## config.mk

```make
export PLATFORM = sky130hd
export DESIGN_NAME = tc_pixel_formatter
export DESIGN_NICKNAME = d
export VERILOG_FILES = /design/src/rtl/tcf_pkg.sv /design/src/rtl/tcf_rst_sync.sv /design/src/rtl/tcf_beat_seq.sv /design/src/rtl/tcf_unpack.sv /design/src/rtl/tcf_ovl_gate.sv /design/src/rtl/tc_pixel_formatter.sv
export SDC_FILE = /design/constraint.sdc
export NUM_CORES = 1
export LEC_CHECK = 0
export BUFFER_PORTS_ARGS = -buffer_cell sky130_fd_sc_hd__buf_2
export CELL_PAD_IN_SITES_DETAIL_PLACEMENT = 0
export CELL_PAD_IN_SITES_GLOBAL_PLACEMENT = 1
export CORE_ASPECT_RATIO = 0.6
export CORE_MARGIN = 2
export CORE_UTILIZATION = 38
export DETAILED_ROUTE_END_ITERATION = 10
export PLACE_DENSITY_LB_ADDON = 0.1
export SYNTH_ARGS = -nofsm -noshare
export SYNTH_HDL_FRONTEND = slang
export SYNTH_SLANG_ARGS = --single-unit
```

## constraint.sdc

```tcl
create_clock -name clk -period 2.3 [get_ports clk]
set_clock_uncertainty 0.2 [all_clocks]
set_input_delay 0 -clock clk [delete_from_list [all_inputs] [get_ports clk]]
set_output_delay 0 -clock clk [all_outputs]
set_load 0.02 [all_outputs]
```

## src/rtl/tcf_pkg.sv

```systemverilog
package tcf_pkg;
  localparam int CH_W   = 8;
  localparam int WORD_W = 4 * CH_W;
  localparam int HALF_W = WORD_W / 2;
  localparam int PAGE_W = CH_W - 1;

  typedef enum logic [2:0] {
    FMT_1555   = 3'd0,
    FMT_565    = 3'd1,
    FMT_1555X2 = 3'd2,
    FMT_565X2  = 3'd3,
    FMT_W32_A  = 3'd4,
    FMT_W32_B  = 3'd5
  } fmt_e;

  typedef struct packed {
    logic [CH_W-1:0] red;
    logic [CH_W-1:0] grn;
    logic [CH_W-1:0] blu;
    logic [CH_W-1:0] ovl;
  } rgbo_t;

  function automatic logic is_dual(input logic [2:0] f);
    return (f == FMT_1555X2) || (f == FMT_565X2);
  endfunction

  function automatic logic is_565(input logic [2:0] f);
    return (f == FMT_565) || (f == FMT_565X2);
  endfunction

  function automatic logic is_w16(input logic [2:0] f);
    return (f != FMT_W32_A) && (f != FMT_W32_B);
  endfunction
endpackage

```

## src/rtl/tcf_rst_sync.sv

```systemverilog
module tcf_rst_sync #(
  parameter int STAGES = 2
) (
  input  logic clk,
  input  logic arst_n,
  output logic srst_n
);
  logic [STAGES-1:0] sync_q;

  generate
    if (STAGES == 1) begin : g_one
      always_ff @(posedge clk or negedge arst_n) begin
        if (!arst_n) sync_q <= '0;
        else         sync_q <= 1'b1;
      end
    end else begin : g_chain
      always_ff @(posedge clk or negedge arst_n) begin
        if (!arst_n) sync_q <= '0;
        else         sync_q <= {sync_q[STAGES-2:0], 1'b1};
      end
    end
  endgenerate

  assign srst_n = sync_q[STAGES-1];
endmodule

```

## src/rtl/tcf_beat_seq.sv

```systemverilog
module tcf_beat_seq
  import tcf_pkg::*;
(
  input  logic              clk,
  input  logic              rst_n,
  input  logic              word_vld,
  input  logic [WORD_W-1:0] word_in,
  input  logic [2:0]        fmt_in,
  input  logic              be_in,
  output logic              beat_vld,
  output logic              beat_upper,
  output logic [WORD_W-1:0] beat_word,
  output logic [2:0]        beat_fmt,
  output logic              beat_be
);
  logic              vld_q, vld_d;
  logic              hi_q, hi_d;
  logic [WORD_W-1:0] word_q, word_d;
  logic [2:0]        fmt_q, fmt_d;
  logic              be_q, be_d;
  logic              load_en;

  assign load_en = word_vld;

  always_comb begin
    word_d = word_q;
    fmt_d  = fmt_q;
    be_d   = be_q;
    vld_d  = 1'b0;
    hi_d   = 1'b0;
    if (load_en) begin
      word_d = word_in;
      fmt_d  = fmt_in;
      be_d   = be_in;
      vld_d  = 1'b1;
    end else if (vld_q && !hi_q && is_dual(fmt_q)) begin
      vld_d = 1'b1;
      hi_d  = 1'b1;
    end
  end

  always_ff @(posedge clk or negedge rst_n) begin
    if (!rst_n) begin
      vld_q  <= 1'b0;
      hi_q   <= 1'b0;
      word_q <= '0;
      fmt_q  <= '0;
      be_q   <= 1'b0;
    end else begin
      vld_q  <= vld_d;
      hi_q   <= hi_d;
      word_q <= word_d;
      fmt_q  <= fmt_d;
      be_q   <= be_d;
    end
  end

  // Which 16-bit half feeds the decoder on this beat
  always_comb begin
    if (is_dual(fmt_q)) beat_upper = hi_q ^ be_q;
    else                beat_upper = 1'b0;
  end

  assign beat_vld  = vld_q;
  assign beat_word = word_q;
  assign beat_fmt  = fmt_q;
  assign beat_be   = be_q;

  // a two-pixel word always yields its second beat next cycle
  a_r3_second_beat: assert property (@(posedge clk) disable iff (!rst_n)
    (vld_q && !hi_q && is_dual(fmt_q) && !word_vld) |=> (vld_q && hi_q));

  // no new word may arrive while the second half is pending
  a_r3_word_spacing: assert property (@(posedge clk) disable iff (!rst_n)
    (vld_q && !hi_q && is_dual(fmt_q)) |-> !word_vld);

  // one-pixel words produce a single beat
  a_r2_single_beat: assert property (@(posedge clk) disable iff (!rst_n)
    (vld_q && !is_dual(fmt_q) && !word_vld) |=> !vld_q);
endmodule

```

## src/rtl/tcf_unpack.sv

```systemverilog
module tcf_unpack
  import tcf_pkg::*;
(
  input  logic [WORD_W-1:0] word,
  input  logic              upper,
  input  logic [2:0]        fmt,
  input  logic              be,
  input  logic [PAGE_W-1:0] page,
  output rgbo_t             pix
);
  logic [HALF_W-1:0] half;
  logic [WORD_W-1:0] wrd;

  assign half = upper ? word[WORD_W-1:HALF_W] : word[HALF_W-1:0];

  // Byte reversal for the 32-bit layouts
  genvar gi;
  generate
    for (gi = 0; gi < 4; gi++) begin : g_bswap
      assign wrd[gi*CH_W +: CH_W] = be ? word[(3-gi)*CH_W +: CH_W]
                                       : word[gi*CH_W +: CH_W];
    end
  endgenerate

  always_comb begin
    pix = '0;
    case (fmt)
      FMT_565, FMT_565X2: begin
        pix.red = {half[15:11], 3'b000};
        pix.grn = {half[10:5],  2'b00};
        pix.blu = {half[4:0],   3'b000};
        pix.ovl = '0;
      end
      FMT_W32_A: begin
        pix.blu = wrd[7:0];
        pix.grn = wrd[15:8];
        pix.red = wrd[23:16];
        pix.ovl = wrd[31:24];
      end
      FMT_W32_B: begin
        pix.ovl = wrd[7:0];
        pix.red = wrd[15:8];
        pix.grn = wrd[23:16];
        pix.blu = wrd[31:24];
      end
      default: begin
        pix.red = {half[14:10], 3'b000};
        pix.grn = {half[9:5],   3'b000};
        pix.blu = {half[4:0],   3'b000};
        pix.ovl = {page, half[15]};
      end
    endcase
  end
endmodule

```

## src/rtl/tcf_ovl_gate.sv

```systemverilog
module tcf_ovl_gate
  import tcf_pkg::*;
(
  input  rgbo_t           raw,
  input  logic [CH_W-1:0] mask,
  output rgbo_t           gated,
  output logic            tc
);
  logic [CH_W-1:0] ovl_m;

  assign ovl_m = raw.ovl & mask;
  assign tc    = (ovl_m == '0);

  always_comb begin
    gated     = '0;
    gated.ovl = ovl_m;
    if (tc) begin
      gated.red = raw.red;
      gated.grn = raw.grn;
      gated.blu = raw.blu;
    end
  end
endmodule

```

## src/rtl/tc_pixel_formatter.sv

```systemverilog
module tc_pixel_formatter
  import tcf_pkg::*;
#(
  parameter int RST_STAGES = 2
) (
  input  logic        clk,
  input  logic        rst_n,
  input  logic        word_vld,
  input  logic [31:0] word_in,
  input  logic [2:0]  fmt_sel,
  input  logic        big_end,
  input  logic [6:0]  page_i,
  input  logic [7:0]  mask_i,
  output logic        pix_vld_o,
  output logic [7:0]  red_o,
  output logic [7:0]  grn_o,
  output logic [7:0]  blu_o,
  output logic [7:0]  ovl_o,
  output logic        tc_o
);
  logic              srst_n;
  logic              beat_vld, beat_upper, beat_be;
  logic [WORD_W-1:0] beat_word;
  logic [2:0]        beat_fmt;
  rgbo_t             raw_pix, gated_pix;
  logic              gated_tc;

  rgbo_t      out_q, out_d;
  logic       vld_q, vld_d, tc_q, tc_d;
  logic [2:0] ofmt_q, ofmt_d;

  tcf_rst_sync #(.STAGES(RST_STAGES)) u_rst (
    .clk(clk), .arst_n(rst_n), .srst_n(srst_n)
  );

  tcf_beat_seq u_seq (
    .clk(clk), .rst_n(srst_n), .word_vld(word_vld), .word_in(word_in),
    .fmt_in(fmt_sel), .be_in(big_end), .beat_vld(beat_vld),
    .beat_upper(beat_upper), .beat_word(beat_word), .beat_fmt(beat_fmt),
    .beat_be(beat_be)
  );

  tcf_unpack u_unpack (
    .word(beat_word), .upper(beat_upper), .fmt(beat_fmt), .be(beat_be),
    .page(page_i), .pix(raw_pix)
  );

  tcf_ovl_gate u_gate (
    .raw(raw_pix), .mask(mask_i), .gated(gated_pix), .tc(gated_tc)
  );

  always_comb begin
    out_d  = '0;
    vld_d  = 1'b0;
    tc_d   = 1'b0;
    ofmt_d = ofmt_q;
    if (beat_vld) begin
      out_d  = gated_pix;
      vld_d  = 1'b1;
      tc_d   = gated_tc;
      ofmt_d = beat_fmt;
    end
  end

  always_ff @(posedge clk or negedge srst_n) begin
    if (!srst_n) begin
      out_q  <= '0;
      vld_q  <= 1'b0;
      tc_q   <= 1'b0;
      ofmt_q <= '0;
    end else begin
      out_q  <= out_d;
      vld_q  <= vld_d;
      tc_q   <= tc_d;
      ofmt_q <= ofmt_d;
    end
  end

  assign pix_vld_o = vld_q;
  assign red_o     = out_q.red;
  assign grn_o     = out_q.grn;
  assign blu_o     = out_q.blu;
  assign ovl_o     = out_q.ovl;
  assign tc_o      = tc_q;

  // idle outputs are all zero
  a_r1_idle_zero: assert property (@(posedge clk) disable iff (!srst_n)
    !pix_vld_o |-> (red_o == 8'h00 && grn_o == 8'h00 && blu_o == 8'h00
                    && ovl_o == 8'h00 && !tc_o));

  // palette pixels carry no colour and a non-zero index
  a_r7_palette_blank: assert property (@(posedge clk) disable iff (!srst_n)
    (pix_vld_o && !tc_o) |-> (red_o == 8'h00 && grn_o == 8'h00
                              && blu_o == 8'h00 && ovl_o != 8'h00));

  // true-colour pixels have a zero overlay
  a_r7_tc_ovl_zero: assert property (@(posedge clk) disable iff (!srst_n)
    (pix_vld_o && tc_o) |-> (ovl_o == 8'h00));

  // 5-bit red and blue fields are zero-filled below
  a_r4_zero_fill: assert property (@(posedge clk) disable iff (!srst_n)
    (pix_vld_o && is_w16(ofmt_q)) |-> (red_o[2:0] == 3'b000 && blu_o[2:0] == 3'b000));

  // 6-bit green is zero-filled by two bits and the pixel is true colour
  a_r5_grn_fill: assert property (@(posedge clk) disable iff (!srst_n)
    (pix_vld_o && is_565(ofmt_q)) |-> (grn_o[1:0] == 2'b00 && tc_o));
endmodule

```

==> metrics.json, run 1 <==
{
  "critical_path": {
    "rr_startpoint": "u_seq.beat_be",
    "timing.critical_path.fanout_max": 25,
    "r2r_end": "blu_o[7]",
    "worstPathArrival_ps": 2380,
    "critical-path-top-cell-by-count": "sky130_fd_sc_hd__buf_4",
    "ff2ff_path_depth": 8,
    "critical_path_required_ps": 2330,
    "ff2ff_setup_slack_ps": -50,
    "crit_chain": "buf_4 > xor2_2 > a31o_2 > a222oi_1 > buf_4 > a2111o_1 > buf_12 > nor4_2",
    "slowest_stage": "sky130_fd_sc_hd__dfrtp_1",
    "timing.critical_path.slowest_cell_delay_ps": 410,
    "kind_of_critical_path": "register to register",
    "worst_setup_path_end_kind": "register",
    "critPathLaunchType": "register"
  },
  "logic_synthesis": {
    "synth.yosys.seq_area_share": 0.471,
    "ys_warn_count": 0,
    "synth_top_area_cell": "sky130_fd_sc_hd__dfrtp_1",
    "mappedNetlistArea_mm2": 0.00393,
    "netlist-cell-type-count": 44,
    "ys_dominant_reg_cell": "sky130_fd_sc_hd__dfrtp_1",
    "synthesis.instances": 390,
    "synthTopCellsByArea": "sky130_fd_sc_hd__dfrtp_1 47%, sky130_fd_sc_hd__mux2_2 11%, sky130_fd_sc_hd__nand2_1 5.3%, sky130_fd_sc_hd__a21oi_1 4.2%, sky130_fd_sc_hd__mux2i_1 4.1%",
    "async_reset_ff_frac": 1.00,
    "synth.avg_cell_area_um2": 10.1,
    "synth_top_area_share": 0.471,
    "syn-num-nets": 444,
    "ys_ff_latch": 74,
    "synth-edff-count": 0
  },
  "die": {
    "dieHeight_um": 82.8,
    "coreArea_mm2": 0.00995,
    "die_area_mm2": 0.0112,
    "starting_density": 0.395,
    "rows": 28,
    "ios": 88,
    "die_x_um": 135
  },
  "global_routing": {
    "grt_overflow": 0,
    "grt_max_degree": 73,
    "overall_routing_resource_usage": 0.241,
    "number_of_antenna_violations_at_the_first_check_in_global_routing": 0,
    "grt_pass1_vias": 3567,
    "grt_first_pass_wirelength_um": 19900
  },
  "route": {
    "drcViolationCount": 0,
    "route.vias.total": 3690,
    "detail_route.first_pass.iterations": 5,
    "routedLengthMet1_um": 6590,
    "detailroute.wirelength.met2_um": 5050,
    "wl_met3_um": 722,
    "post_drt_via_cell_ratio": 5.33,
    "antenna_left": 0,
    "detailedRoute.firstIterationViolations": 386,
    "maxUsedRoutingLayer": "met4",
    "drt-wirelength-per-cell_um": 18.0,
    "drt-total-wl_um": 12500
  },
  "clock_network": {
    "cts_inserted_buffers": 9,
    "cts_htree_levels": 3,
    "cts.reportedPaths.clkPinSlew_ps": 60,
    "cts_buffer_depth": 2,
    "insertion_delay_to_the_later_sink_of_the_worst_skew_pair_ps": 340,
    "clock_sink_count": 74,
    "cts_tree": "built",
    "cts.root.buffer_cell": "sky130_fd_sc_hd__clkbuf_16"
  },
  "timing": {
    "timing.slew.headroom": 0.534,
    "least_margin_pin_slew_ps": 698,
    "timing.fmax_ghz": 0.426,
    "fin_crit_sh": 1.02,
    "timing_hold_violations_final": 0,
    "finalWorstPathRequiredPeriod_ps": 2350,
    "setup_ws_ps": -46.3,
    "finalHoldWorstSlack_ps": 56.8,
    "drv_slew": 0,
    "final-setup-viol-count": 13,
    "rsz0062_at_grt": "true"
  },
  "cells_and_area": {
    "nNetsFinal": 606,
    "synthToLayoutAreaGrowth_pct": 45.2,
    "antenna_diode_count": 0,
    "drive_above_1_share": 0.372
  },
  "hold_path": {
    "worstHoldPathType": "register to async pin"
  },
  "power": {
    "cellLeakagePower_nw": 2.62,
    "cellPowerDensity_mw_per_mm2": 737,
    "vdd.ir_drop.worst_uv": 443
  },
  "placement": {
    "numPortBuffers": 87,
    "dp.final_hpwl_um": 8790,
    "finalWeightedCongestion": 0.847,
    "preCtsSetupSlack_ps": -121
  },
  "outcome": {
    "failed_checks": "negative setup slack",
    "outcome": "complete, but fails checks"
  },
  "job": {
    "cap_viol_max_count": 0
  }
}
## timing repair
item | 4_1_cts | 5_1_grt
endpoints found under the hold margin | 44 | 0
resized for setup | 8 | 12
setup buffers | 1 | 5
endpoints found under the setup margin | 25 | 26
hold buffers | 50 | 0
pin swaps | 1 | 0
## Yosys cell counts, drive strengths merged, types with 2 or more instances
cell    count
xnor2       2
nor2b       4
nor2        8
buf        12
nand2b      6
a22o        6
nand4       2
nand2      55
a21oi      33
o21ai      24
mux2i      16
dfrtp      74
a22oi       5
nor4       16
o211ai      2
clkbuf     14
and3        2
mux2       37
a211oi      2
nand3      17
and2        2
inv         7
xor2        2
nor3       19
a211o       9
nand3b      2
## per-layer routing
layer	vias up	track usage
met1	1822	0.371
li1	1734	-
met4	0	0.0594
met2	121	0.342
met5	-	0
met3	13	0.0482
## stage by stage
step | utilization | total power, mW | area, um^2 | cells | TNS [ps]
detailed placement | 0.475 | 2.54 | 4730 | 620 | -2080
CTS | 0.563 | 4.17 | 5610 | 687 | -159
global route | 0.573 | 4.42 | 5700 | 692 | -1490
finish | 0.573 | 4.21 | 5700 | 692 | -242
floorplan | - | 2.15 | 3930 | 390 | 0
global placement | 0.475 | 2.53 | 4730 | 620 | -1850
## power by group
part	internal, mW	switching, mW	total [mW]	leakage, nW
sequential	1.41	0.110	1.51	0.933
clock	0.976	0.546	1.52	0.156
combinational	0.517	0.652	1.17	1.53
## sequential cells by signal, summed over array words and instances, names as in the netlist
name	flops
red_o	8
u_seq.hi_q	1
pix_vld_o	1
u_seq.beat_fmt	3
ovl_o	8
u_seq.beat_be	1
u_seq.beat_word	32
blu_o	8
grn_o	8
u_seq.beat_vld	1
tc_o	1
u_rst.sync_q	2
## cells by family (layout without fill, tap and decap cells)
kind of cell    Yosys count  after routing  synth area share
mux                      53             53             0.147
compound gates           88             88             0.140
other cells               1              1          0.000955
simple gates            137            137             0.188
buf+inv                  33            200            0.0436
xor+xnor                  4              4           0.00892
flops                    74             74             0.471
## cells in the final DEF, fill, tap and decap left out, types with 3 or more instances in the layout
master / synthesis / layout
sky130_fd_sc_hd__mux2i_1: 16 / 15
sky130_fd_sc_hd__a21oi_1: 33 / 33
sky130_fd_sc_hd__inv_1: 6 / 6
sky130_fd_sc_hd__dfrtp_2: 0 / 3
sky130_fd_sc_hd__mux2_2: 37 / 37
sky130_fd_sc_hd__dlygate4sd3_1: 0 / 49
sky130_fd_sc_hd__dfrtp_1: 74 / 71
sky130_fd_sc_hd__o21ai_0: 24 / 22
sky130_fd_sc_hd__nand2b_1: 6 / 6
sky130_fd_sc_hd__nor2_1: 7 / 7
sky130_fd_sc_hd__buf_2: 5 / 87
sky130_fd_sc_hd__nor2b_1: 4 / 4
sky130_fd_sc_hd__nand2_1: 55 / 55
sky130_fd_sc_hd__nor4_2: 11 / 11
sky130_fd_sc_hd__clkbuf_16: 0 / 9
sky130_fd_sc_hd__nor3_1: 19 / 19
sky130_fd_sc_hd__a211o_1: 9 / 9
sky130_fd_sc_hd__a22oi_1: 5 / 5
sky130_fd_sc_hd__nand3_1: 17 / 17
sky130_fd_sc_hd__buf_4: 1 / 33
sky130_fd_sc_hd__nor4_4: 0 / 5
sky130_fd_sc_hd__a22o_1: 6 / 6
sky130_fd_sc_hd__buf_12: 0 / 7
## worst max-delay path, delay by kind of cell (launching register included)
| family | cells | cell delay, ps |
|---|---|---|
| AO/OA/AOI/OAI | 3 | 560 |
| buffers and inverters | 3 | 540 |
| flip-flops | 1 | 410 |
| AND/OR/NAND/NOR | 1 | 300 |
| XOR/XNOR | 1 | 220 |
## how the worst max path moves through the flow
stage                 startpoint        to  slack (ps)  cells past startpoint
2_1_floorplan      u_seq.beat_be  grn_o[3]         100                      7
3_3_place_gp   u_seq.beat_fmt[0]  blu_o[5]         -90                      6
3_5_place_dp   u_seq.beat_fmt[0]  red_o[5]        -120                      6
4_1_cts            u_seq.beat_be  red_o[5]         -30                      8
5_1_grt            u_seq.beat_be  grn_o[2]        -110                      8
6_report           u_seq.beat_be  blu_o[7]         -50                      8
## cell type report
type                    count  area (um^2)
multi-input cells         283         2010
inverters                   7         26.3
well taps                 135          169
repair buffers            177         1330
clock buffers              11          243
clock inverters             5         77.6
flip-flops and latches     74         1860
fillers                   883         4250
No activity file was read; power rests on OpenSTA's default activity.
==> run 2: changes to the inputs <==
--- a/config.mk
+++ b/config.mk
@@ -12,7 +12,8 @@
 export CORE_MARGIN = 2
 export CORE_UTILIZATION = 38
 export DETAILED_ROUTE_END_ITERATION = 10
-export PLACE_DENSITY_LB_ADDON = 0.1
+export GPL_TIMING_DRIVEN = 0
+export PLACE_DENSITY = 0.75
 export SYNTH_ARGS = -nofsm -noshare
 export SYNTH_HDL_FRONTEND = slang
 export SYNTH_SLANG_ARGS = --single-unit
==> metrics.json, run 2 (synthesized netlist as in run 1, its figures left out) <==
{
  "placement": {
    "dp.final_hpwl": {"value": 8930, "unit": "um", "change": "+1.6%"},
    "preCtsSetupSlack": {"value": -321, "unit": "ps", "change": "-200 ps"},
    "dpl_cell_area": {"value": 0.00453, "unit": "mm^2", "change": "-4.2%"},
    "finalWeightedCongestion": {"value": 0.905, "change": "+6.8%"},
    "place_inst": {"value": 611, "change": "-1.5%"},
    "numPortBuffers": {"value": 86, "change": "-1.1%"}
  },
  "power": {
    "design_power_total": {"value": 4.29, "unit": "mW", "change": "+1.9%"},
    "vdd.ir_drop.worst": {"value": 431, "unit": "uV", "change": "-2.6%"},
    "power.sequential.fraction": {"value": 0.362, "change": "+0.002"},
    "power.switching": {"value": 1.36, "unit": "mW", "change": "+4.1%"},
    "p_clk_frac": {"value": 0.343, "change": "-0.019"},
    "cellPowerDensity": {"value": 727, "unit": "mW/mm^2", "change": "-1.5%"},
    "netSwitchingFraction": {"value": 0.318, "change": "+0.00658"},
    "power_frac_comb": {"value": 0.295, "change": "+0.017"},
    "power.internal": {"value": 2.93, "unit": "mW", "change": "+0.96%"},
    "cellLeakagePower": {"value": 2.66, "unit": "nW", "change": "+1.5%"}
  },
  "outcome": {
    "failed_checks": "negative setup slack",
    "outcome": "complete, but fails checks"
  },
  "route": {
    "drcViolationCount": {"value": 0, "change": "unchanged"},
    "drt-wirelength-per-cell": {"value": 18.6, "unit": "um", "change": "+3.3%"},
    "drt-total-wl": {"value": 13100, "unit": "um", "change": "+5.3%"},
    "antenna_left": {"value": 0, "change": "unchanged"},
    "post_drt_via_cell_ratio": {"value": 5.49, "change": "+2.9%"},
    "route.vias.total": {"value": 3867, "change": "+4.8%"},
    "detail_route.first_pass.iterations": {"value": 5, "change": "unchanged"},
    "detailedRoute.firstIterationViolations": {"value": 274, "change": "-29%"}
  },
  "critical_path": {
    "worst_setup_path_end_kind": "register",
    "ff2ff_path_depth": {"value": 7, "change": "-1"},
    "r2r_end": "grn_o[2]",
    "worstPathArrival": {"value": 2430, "unit": "ps", "change": "+50 ps"},
    "kind_of_critical_path": "register to register",
    "ff2ff_setup_slack": {"value": -90, "unit": "ps", "change": "-50 ps"},
    "critical-path-top-cell-by-count": "sky130_fd_sc_hd__buf_6",
    "slowest_stage": "sky130_fd_sc_hd__a2111o_2",
    "critPathLaunchType": "register",
    "timing.critical_path.slowest_cell_delay": {"value": 530, "unit": "ps", "change": "+120 ps"},
    "critical_path_required": {"value": 2340, "unit": "ps", "change": "about the same"},
    "crit_chain": "buf_6 > mux2i_1 > a22oi_2 > and3_4 > a2111o_2 > buf_6 > nor4_4",
    "critPathLaunch": "u_seq.beat_be",
    "rr_startpoint": "u_seq.beat_be",
    "timing.critical_path.fanout_max": {"value": 5, "change": "-80%"}
  },
  "timing": {
    "fin_crit_sh": {"value": 1.04, "change": "+0.0201"},
    "final-setup-viol-count": {"value": 13, "change": "unchanged"},
    "least_margin_pin_slew": {"value": 923, "unit": "ps", "change": "+224 ps"},
    "drv_slew": {"value": 0, "change": "unchanged"},
    "timing.slew.headroom": {"value": 0.385, "change": "-0.150"},
    "setup_ws": {"value": -92.4, "unit": "ps", "change": "-46.1 ps"},
    "timing.fmax": {"value": 0.418, "unit": "GHz", "change": "-1.9%"},
    "timing_hold_violations_final": {"value": 0, "change": "unchanged"},
    "totalNegativeSetupSlack": {"value": -440, "unit": "ps", "change": "-198 ps"},
    "finalWorstPathRequiredPeriod": {"value": 2390, "unit": "ps", "change": "+46.1 ps"},
    "rsz0062_at_grt": "true"
  },
  "cells_and_area": {
    "synthToLayoutAreaGrowth_pct": 50.2,
    "largest_reg_flops": {"value": 32, "change": "unchanged"},
    "fillerInstances": {"value": 858, "change": "-2.8%"},
    "layout.area.seq": {"value": 0.00186, "unit": "mm^2", "change": "+0.20%"},
    "stdcell_count": {"value": 705, "change": "+1.9%"},
    "fin_area": {"value": 0.00590, "unit": "mm^2", "change": "+3.5%"},
    "drive_above_1_share": {"value": 0.404, "change": "+0.0319"},
    "layout_commonest_cell": "sky130_fd_sc_hd__buf_2",
    "antenna_diode_count": {"value": 0, "change": "unchanged"},
    "layout_common_cells": "88 x sky130_fd_sc_hd__buf_2, 70 x sky130_fd_sc_hd__dfrtp_1, 55 x sky130_fd_sc_hd__nand2_1",
    "multiInputGateArea": {"value": 0.00216, "unit": "mm^2", "change": "+7.5%"},
    "nNetsFinal": {"value": 619, "change": "+2.1%"}
  },
  "die": {
    "rows": {"value": 28, "change": "unchanged"},
    "die_x": {"value": 135, "unit": "um", "change": "unchanged"},
    "die_area": {"value": 0.0112, "unit": "mm^2", "change": "unchanged"},
    "coreArea": {"value": 0.00995, "unit": "mm^2", "change": "unchanged"},
    "starting_density": {"value": 0.395, "change": "unchanged"},
    "dieHeight": {"value": 82.8, "unit": "um", "change": "unchanged"},
    "ios": {"value": 88, "change": "unchanged"}
  },
  "global_routing": {
    "grt_overflow": {"value": 0, "change": "unchanged"},
    "grt_max_degree": {"value": 73, "change": "unchanged"},
    "grt_pass1_vias": {"value": 3777, "change": "+5.9%"},
    "grt_first_pass_wirelength": {"value": 20400, "unit": "um", "change": "+2.5%"},
    "overall_routing_resource_usage": {"value": 0.247, "change": "+0.00671"},
    "number_of_antenna_violations_at_the_first_check_in_global_routing": {"value": 0, "change": "unchanged"}
  },
  "clock_network": {
    "cts.reportedPaths.clkPinSlew": {"value": 60, "unit": "ps", "change": "about the same"},
    "clock_sink_count": {"value": 74, "change": "unchanged"},
    "cts_buffer_depth": {"value": 2, "change": "unchanged"},
    "cts_tree": "built",
    "cts_htree_levels": {"value": 3, "change": "unchanged"},
    "insertion_delay_to_the_later_sink_of_the_worst_skew_pair": {"value": 340, "unit": "ps", "change": "about the same"},
    "cts_inserted_buffers": {"value": 9, "change": "unchanged"},
    "cts.root.buffer_cell": "sky130_fd_sc_hd__clkbuf_16"
  },
  "hold_path": {
    "min_from": "mask_i[4]",
    "hold_end": "ovl_o[4]",
    "worstHoldPathType": "primary input to register",
    "hold_path_depth": 4
  },
  "job": {
    "cap_viol_max_count": {"value": 0, "change": "unchanged"}
  }
}
-- run 2: cell count changes in the layout (fill, tap and decap cells not counted), moves of 4 or more --
cell,delta
sky130_fd_sc_hd__buf_4,-11
sky130_fd_sc_hd__buf_6,+10
sky130_fd_sc_hd__clkbuf_1,+7
sky130_fd_sc_hd__buf_12,-5
sky130_fd_sc_hd__clkbuf_2,+4
-- run 2: repair_timing --
| item | 4_1_cts | 5_1_grt |
|---|---|---|
| endpoints found under the hold margin | 49 | 0 |
| cloned | 4 | 0 |
| gates resized for setup | 38 | 56 |
| endpoints found under the setup margin | 25 | 27 |
| pin swaps | 17 | 8 |
| buffers inserted | 19 | 6 |
| hold buffers | 52 | 0 |
-- run 2: cell type report --
| type | count | share of cell area |
|---|---|---|
| Buffer | 26 | 0.0384 |
| Tap cell | 135 | 0.0286 |
| Clock inverter | 5 | 0.0134 |
| Timing Repair Buffer | 163 | 0.194 |
| Clock buffer | 11 | 0.0394 |
| Inverter | 7 | 0.00509 |
| Multi-Input combinational cell | 284 | 0.366 |
| Sequential cell | 74 | 0.315 |
-- run 2: stage by stage --
step / hold slack (ps) / util
floorplan: -496 / -
global placement: -416 / 0.455
detailed placement: -414 / 0.455
CTS: 5.08 / 0.570
global route: 45.4 / 0.593
finish: 31.4 / 0.593
-- run 2: power by group through the flow --
stage	clock, mW	combinational (mW)	sequential (mW)
after global routing	1.55	1.36	1.57
after global placement	0	0.874	1.56
after detailed placement	0	0.888	1.57
after CTS	1.50	1.12	1.55
final	1.47	1.27	1.55
after floorplan	0	0.589	1.56
-- run 2: worst max-delay path: cells and delay by family (launching register included) --
| kind | cells | cell delay (ps) |
|---|---|---|
| compound gates | 2 | 670 |
| flops | 1 | 420 |
| simple gates | 2 | 430 |
| buf+inv | 2 | 350 |
| mux | 1 | 220 |
-- run 2: worst max path at each step --
stage | endpoint | cells past startpoint
final | grn_o[2] | 7
after CTS | red_o[6] | 8
after global placement | blu_o[6] | 8
after detailed placement | blu_o[6] | 8
after global routing | red_o[6] | 8
after floorplan | grn_o[3] | 7
-- run 2: metal layers --
| metal | vias to the layer above | track usage | routed length [um] |
|---|---|---|---|
| met2 | 164 | 0.356 | 5260 |
| met4 | 0 | 0.0719 | 285 |
| met1 | 1904 | 0.358 | 6490 |
| met3 | 33 | 0.0751 | 1080 |
| met5 | - | 0 | 0 |
| li1 | 1766 | - | - |
